[config.mk]
export PLATFORM = sky130hd
export DESIGN_NAME = aud_subframe_fmt
export DESIGN_NICKNAME = d
export VERILOG_FILES = /design/src/rtl/aud_sf_pkg.sv /design/src/rtl/aud_sf_seq.sv /design/src/rtl/aud_sf_pack.sv /design/src/rtl/aud_subframe_fmt.sv
export SDC_FILE = /design/constraint.sdc
export NUM_CORES = 1
export LEC_CHECK = 0
export BUFFER_PORTS_ARGS = -buffer_cell sky130_fd_sc_hd__buf_2
export CORE_ASPECT_RATIO = 0.9
export CORE_MARGIN = 5
export CORE_UTILIZATION = 42
export DETAILED_ROUTE_END_ITERATION = 6
export HOLD_SLACK_MARGIN = 0.02
export PLACE_DENSITY = 0.87
export SYNTH_ARGS = -nofsm -noshare
export SYNTH_HDL_FRONTEND = slang
export SYNTH_SLANG_ARGS = --single-unit
[constraint.sdc]
create_clock -name clk -period 2.9 [get_ports clk]
set_clock_uncertainty 0.1 [all_clocks]
set_input_delay 0.435 -clock clk [delete_from_list [all_inputs] [get_ports clk]]
set_output_delay 0.435 -clock clk [all_outputs]
set_load 0.05 [all_outputs]
[src/rtl/aud_sf_pkg.sv]
package aud_sf_pkg;
  typedef enum logic [1:0] {
    SYNC_BLOCK = 2'd0,
    SYNC_CHAN1 = 2'd1,
    SYNC_CHAN2 = 2'd2
  } sync_kind_e;

  localparam int SUBFRAME_SLOTS = 32;
  localparam int SLOT_SMP_LO    = 4;
  localparam int SLOT_SMP_HI    = 27;
  localparam int SLOT_VALID     = 28;
  localparam int SLOT_USER      = 29;
  localparam int SLOT_STATUS    = 30;
  localparam int SLOT_PARITY    = 31;
endpackage

[src/rtl/aud_sf_seq.sv]
module aud_sf_seq #(
  parameter int FRAMES = 192,
  localparam int FW = $clog2(FRAMES)
) (
  input  logic          clk,
  input  logic          rst,
  input  logic          fire,
  output logic          valid_q,
  output logic          half_q,
  output logic [FW-1:0] frame_q,
  output logic [FW-1:0] nxt_frame,
  output logic          load
);
  localparam logic [FW-1:0] LAST = FW'(FRAMES - 1);

  always_comb begin
    load = !valid_q || (fire && half_q);
    if (!valid_q)            nxt_frame = '0;
    else if (frame_q == LAST) nxt_frame = '0;
    else                      nxt_frame = frame_q + 1'b1;
  end

  always_ff @(posedge clk) begin
    if (rst) begin
      valid_q <= 1'b0;
      half_q  <= 1'b0;
      frame_q <= '0;
    end else if (load) begin
      valid_q <= 1'b1;
      half_q  <= 1'b0;
      frame_q <= nxt_frame;
    end else if (fire) begin
      half_q  <= 1'b1;
    end
  end

  AST_FRAME_WRAP: assert property (@(posedge clk) disable iff (rst)
    fire && half_q && frame_q == LAST |=> frame_q == '0);
  AST_FRAME_STEP: assert property (@(posedge clk) disable iff (rst)
    fire && half_q && frame_q != LAST |=> frame_q == $past(frame_q) + 1'b1);
  AST_HALF_HOLD: assert property (@(posedge clk) disable iff (rst)
    valid_q && !fire |=> valid_q && half_q == $past(half_q));
endmodule

[src/rtl/aud_sf_pack.sv]
module aud_sf_pack #(
  parameter int SAMPLE_W = 24,
  parameter int NARROW_W = 16
) (
  input  logic [SAMPLE_W-1:0] sample,
  input  logic                wide,
  input  logic                validity,
  input  logic                status_bit,
  output logic [31:0]         word
);
  import aud_sf_pkg::*;
  localparam int PAD = SAMPLE_W - NARROW_W;

  logic [SAMPLE_W-1:0] field;
  logic [30:0]         body;

  generate
    if (PAD > 0) begin : g_pad
      assign field = wide ? sample : {sample[NARROW_W-1:0], {PAD{1'b0}}};
    end else begin : g_nopad
      assign field = sample;
    end
  endgenerate

  always_comb begin
    body                           = '0;
    body[SLOT_SMP_HI:SLOT_SMP_LO]  = field;
    body[SLOT_VALID]               = validity;
    body[SLOT_USER]                = 1'b0;
    body[SLOT_STATUS]              = status_bit;
    word = {^body[SLOT_STATUS:SLOT_SMP_LO], body};
  end
endmodule

[src/rtl/aud_subframe_fmt.sv]
module aud_subframe_fmt #(
  parameter int FRAMES   = 192,
  parameter int SAMPLE_W = 24,
  parameter int NARROW_W = 16,
  localparam int FW = $clog2(FRAMES)
) (
  input  logic                clk,
  input  logic                rst,
  input  logic                cfg_wide,
  input  logic                cfg_validity,
  input  logic [SAMPLE_W-1:0] smp_left,
  input  logic [SAMPLE_W-1:0] smp_right,
  input  logic [FRAMES-1:0]   cs_block,
  output logic                out_valid,
  input  logic                out_ready,
  output logic [31:0]         out_word,
  output logic [1:0]          out_sync
);
  import aud_sf_pkg::*;

  logic          fire, half_q, load, valid_q;
  logic [FW-1:0] frame_q, nxt_frame;
  logic          cs_now;

  logic [SAMPLE_W-1:0] hold_right;
  logic                hold_wide, hold_valid, hold_cs;
  logic [31:0]         word_left, word_right;

  assign fire      = out_valid && out_ready;
  assign out_valid = valid_q;
  assign cs_now    = cs_block[nxt_frame];

  aud_sf_seq #(.FRAMES(FRAMES)) u_seq (
    .clk(clk), .rst(rst), .fire(fire), .valid_q(valid_q), .half_q(half_q),
    .frame_q(frame_q), .nxt_frame(nxt_frame), .load(load)
  );

  aud_sf_pack #(.SAMPLE_W(SAMPLE_W), .NARROW_W(NARROW_W)) u_pack_l (
    .sample(smp_left), .wide(cfg_wide), .validity(cfg_validity),
    .status_bit(cs_now), .word(word_left)
  );

  aud_sf_pack #(.SAMPLE_W(SAMPLE_W), .NARROW_W(NARROW_W)) u_pack_r (
    .sample(hold_right), .wide(hold_wide), .validity(hold_valid),
    .status_bit(hold_cs), .word(word_right)
  );

  always_ff @(posedge clk) begin
    if (rst) begin
      hold_right <= '0;
      hold_wide  <= 1'b0;
      hold_valid <= 1'b0;
      hold_cs    <= 1'b0;
      out_word   <= '0;
      out_sync   <= SYNC_BLOCK;
    end else if (load) begin
      hold_right <= smp_right;
      hold_wide  <= cfg_wide;
      hold_valid <= cfg_validity;
      hold_cs    <= cs_now;
      out_word   <= word_left;
      out_sync   <= (nxt_frame == '0) ? SYNC_BLOCK : SYNC_CHAN1;
    end else if (fire) begin
      out_word   <= word_right;
      out_sync   <= SYNC_CHAN2;
    end
  end

  AST_LEFT_THEN_RIGHT: assert property (@(posedge clk) disable iff (rst)
    fire && out_sync != SYNC_CHAN2 |=> out_sync == SYNC_CHAN2);
  AST_RIGHT_THEN_LEFT: assert property (@(posedge clk) disable iff (rst)
    fire && out_sync == SYNC_CHAN2 |=> out_sync != SYNC_CHAN2);
  AST_EVEN_PARITY: assert property (@(posedge clk) disable iff (rst)
    out_valid |-> ^out_word[31:4] == 1'b0);
  AST_FIXED_SLOTS: assert property (@(posedge clk) disable iff (rst)
    out_valid |-> out_word[29] == 1'b0 && out_word[3:0] == 4'h0);
  AST_STALL_HOLD: assert property (@(posedge clk) disable iff (rst)
    out_valid && !out_ready |=> out_valid && $stable(out_word) && $stable(out_sync));
  AST_STATUS_PAIR: assert property (@(posedge clk) disable iff (rst)
    fire && out_sync != SYNC_CHAN2 |=> out_word[30] == $past(out_word[30]));
endmodule

==> out/summary.txt <==
==============================================================================
Proportion of netlist area held by the largest area contributor          24.5%
DRC violations left                                                          0
Result of the run                                                 complete, but fails checks
Count of H-tree levels built during CTS                                      3
Power density over cell area                                        423 nW/µm²
Post-synth ARST share                                                       0%
Leading register cell type out of synthesis                       sky130_fd_sc_hd__dfxtp_1
Kind of end point of the critical path                                    flop
Yosys warnings                                                               0
Total CTS buffers                                                            9
Static leakage power                                                   3.66 nW
Setup violations, final                                                      3
All-layer global routing usage                                           27.0%
Slew at the pin closest to its max-slew limit                         0.737 ns
Mapped Avg Cell Area                                                  7.46 µm²
Class of the tightest hold or removal check                       input port to flop
Final Hold Vio Count                                                         0
Via total after detailed routing                                          6707
Switch share                                                             32.8%
Worst vdd rail ir drop                                                  363 µV
Antenna Violating Nets Remaining                                             0
Total core area                                                      12600 µm²
Category of the most critical setup path                          flop to flop
Flops & latches, synth                                                      66
Share of layout cells above drive strength 1                             38.6%
Largest net degree at the start of global routing                           48
Power share of the clock group                                           35.9%
Violation count after the first detailed-route iteration                   705
Register share of total power                                            30.7%
Fraction of the cycle the final worst path needs                          104%
Met1 routing resource usage after global routing                         36.4%
Gpl congestion                                                           0.961
# hold bufs at CTS                                                           0
Routed wire per std cell                                               18.2 µm
Critical path data arrival time                                        3.10 ns
Kind of start point of the critical path                                  flop
Synth area leader                                                 sky130_fd_sc_hd__dfxtp_1
Clock root buffer                                                 sky130_fd_sc_hd__clkbuf_16
Endpoint of the most critical register-to-register path           out_word[31]
# port buffers                                                             274
Via count of the first global-routing pass                                6595
Post-synthesis cell type count                                              58
I/O pin count                                                              280
Non-Filler Cell Area, Final                                           7740 µm²
Internal Dissipation                                                 0.00220 W
Post-synth EDFFs                                                             0
Required time of the worst setup path                                  2.99 ns
Clock tree sinks                                                            66
Clock transition at the registers of the reported paths                0.06 ns
Part of the Yosys area used for sequential elements                      24.5%
R2r startpoint                                                    u_seq.frame_q[0]
Power share of the combinational group                                   33.4%
Width of the die                                                        129 µm
Router iterations before antenna repair                                      6
Aggregate routed wire length                                          21800 µm
Relative area change from synthesis to final layout                      43.4%
Number of instances in the synthesized netlist                             724
Worst reg2reg setup slack                                             -0.11 ns
Grt met2 use                                                             42.2%
Hold worst-path end                                               hold_right[12]
TritonCTS clock tree                                                     built
Final global-route overflow total                                            0
Final-report max-slew violation count                                        0
CTS max path bufs                                                            2
Post-DP Area                                                          7340 µm²
RSZ-0062 raised after global routing                                       yes
Final Net Count                                                           1272
Antenna violations before repair                                             0
Violated checks                                                   setup timing
Number of buffers inserted by post-CTS setup repair                          0
Peak Freq                                                            0.332 GHz
Number of max-cap violations                                                 0
Top cells by area, synth                                          sky130_fd_sc_hd__dfxtp_1, sky130_fd_sc_hd__mux2i_1, sky130_fd_sc_hd__nand2_1, sky130_fd_sc_hd__xnor2_1, sky130_fd_sc_hd__a21oi_1
Die outline area                                                     15200 µm²
Count of inserted antenna diode cells                                        0
Crit path time final                                                   3.01 ns
Worst setup slack after layout                                       -0.113 ns
TNS Setup                                                            -0.255 ns
Worst-case headroom to the max-slew limit                                50.8%
Cell depth of the worst flop-to-flop path                                   11
WHS Path Cells                                                               3
Number of placement rows                                                    39
Maximum fanout count along the critical path                                 5
Busiest layer in global routing                                           met2
Most common library cells after synthesis                         sky130_fd_sc_hd__nand2_1, sky130_fd_sc_hd__mux2i_1, sky130_fd_sc_hd__dfxtp_1
Initial standard-cell utilization of the core                            42.7%
Switching Power                                                      0.00107 W
Cell with the most instances after synthesis                      sky130_fd_sc_hd__nand2_1
Start point of the worst min-delay path                           smp_right[12]
Global routing usage on met3                                             7.49%
Netlist area before placement                                         5400 µm²
HPWL after detailed placement                                         17400 µm
DIE HEIGHT                                                              118 µm
Global-route wire length before repair                                33200 µm
Via-to-Cell Ratio                                                         5.61
Skew-Pair Late Insertion Delay                                         0.33 ns
==============================================================================
==> cell type report <==
class | count | area [µm²]
clock buffer | 9 | 225
clock inverter | 7 | 101
fill | 1093 | 4900
inverter | 2 | 7.51
multi-input combinational | 597 | 3870
sequential | 66 | 1330
tap | 164 | 205
timing repair buffer | 350 | 2000
==> layout by cell type, fill, tap and decap left out, drive strengths merged, types with 5 or more instances in the layout <==
| master | instances |
|---|---|
| nor2 | 34 |
| nor3 | 6 |
| mux2i | 83 |
| nand3 | 57 |
| o21ai | 12 |
| mux4 | 8 |
| xor2 | 14 |
| xnor2 | 41 |
| clkbuf | 9 |
| a221oi | 7 |
| a311oi | 12 |
| buf | 350 |
| nor2b | 7 |
| a211oi | 7 |
| mux2 | 5 |
| nand2 | 168 |
| dfxtp | 66 |
| conb | 5 |
| a21oi | 64 |
| a31oi | 10 |
| and2 | 5 |
==> critical path: stages (launching register included) <==
cell and delay (ns):
sky130_fd_sc_hd__dfxtp_2 0.33, sky130_fd_sc_hd__ha_4 0.16, sky130_fd_sc_hd__nand3b_1 0.21, sky130_fd_sc_hd__o21a_4 0.23
sky130_fd_sc_hd__mux4_2 0.50, sky130_fd_sc_hd__o2bb2ai_1 0.13, sky130_fd_sc_hd__or3_1 0.31, sky130_fd_sc_hd__a31oi_1 0.21
sky130_fd_sc_hd__o311ai_2 0.17, sky130_fd_sc_hd__a41oi_2 0.25, sky130_fd_sc_hd__xnor2_1 0.17, sky130_fd_sc_hd__a211oi_2 0.10
==> registers in the layout, indices dropped and copies added (netlist names) <==
| name | cells |
|---|---|
| hold_cs | 1 |
| hold_wide | 1 |
| out_word | 27 |
| u_seq.frame_q | 8 |
| u_seq.half_q | 1 |
| out_sync | 2 |
| hold_right | 24 |
| hold_valid | 1 |
| u_seq.valid_q | 1 |
==> what timing repair did <==
| action | in CTS | in global routing |
|---|---|---|
| endpoints found under the setup margin | 3 | 3 |
| resized for setup | 15 | 5 |
| pin swaps | 14 | 4 |
==> per-layer routing <==
layer	up-vias	wire, µm
met2	381	9990
met3	55	2230
li1	3172	-
met1	3099	9020
met5	-	0
met4	0	536
==> worst max path at each step <==
| stage | from | to | slack [ns] | depth (start not counted) |
|---|---|---|---|---|
| 2_1_floorplan | u_seq.frame_q[0] | out_word[30] | 0.02 | 13 |
| 3_3_place_gp | u_seq.frame_q[0] | out_word[30] | -0.15 | 13 |
| 3_5_place_dp | u_seq.frame_q[0] | out_word[30] | -0.21 | 13 |
| 4_1_cts | u_seq.frame_q[1] | hold_cs | -0.04 | 13 |
| 5_1_grt | u_seq.frame_q[1] | out_word[31] | -0.23 | 12 |
| 6_report | u_seq.frame_q[0] | out_word[31] | -0.11 | 11 |
==> power groups by stage <==
stage                     combinational, W  clock [W]  sequential (W)
final                              0.00109    0.00118         0.00101
after global placement             0.00104          0         0.00102
after floorplan                   0.000584          0         0.00114
after global routing               0.00117    0.00124         0.00101
after CTS                          0.00108    0.00119         0.00101
after detailed placement           0.00106          0         0.00103
==> cells by family (layout without fill, tap and decap cells) <==
group / count (synthesis) / in the layout / share of synthesized area [%]
and+or+nand+nor: 298 / 298 / 24.0
AOI/OAI and AO/OA: 142 / 142 / 17.1
muxes: 96 / 96 / 19.8
DFF: 66 / 66 / 24.5
buffers and inverters: 65 / 368 / 5.49
xor gates and xnor gates: 55 / 55 / 8.92
adders and majority gates: 1 / 1 / 0.232
other: 1 / 5 / 0.0695
==> stage by stage <==
step	utilization [%]	cells	setup WS, ns	total power (W)	hold WS [ns]
final	61.3	1195	-0.113	0.00328	0.245
after global routing	61.3	1195	-0.231	0.00342	0.239
after CTS	61.1	1195	-0.0392	0.00328	0.234
after detailed placement	58.1	1180	-0.206	0.00209	0.349
after global placement	58.1	1180	-0.148	0.00206	0.339
after floorplan	-	728	0.0168	0.00172	0.332
No activity file was read; power rests on OpenSTA's default activity.
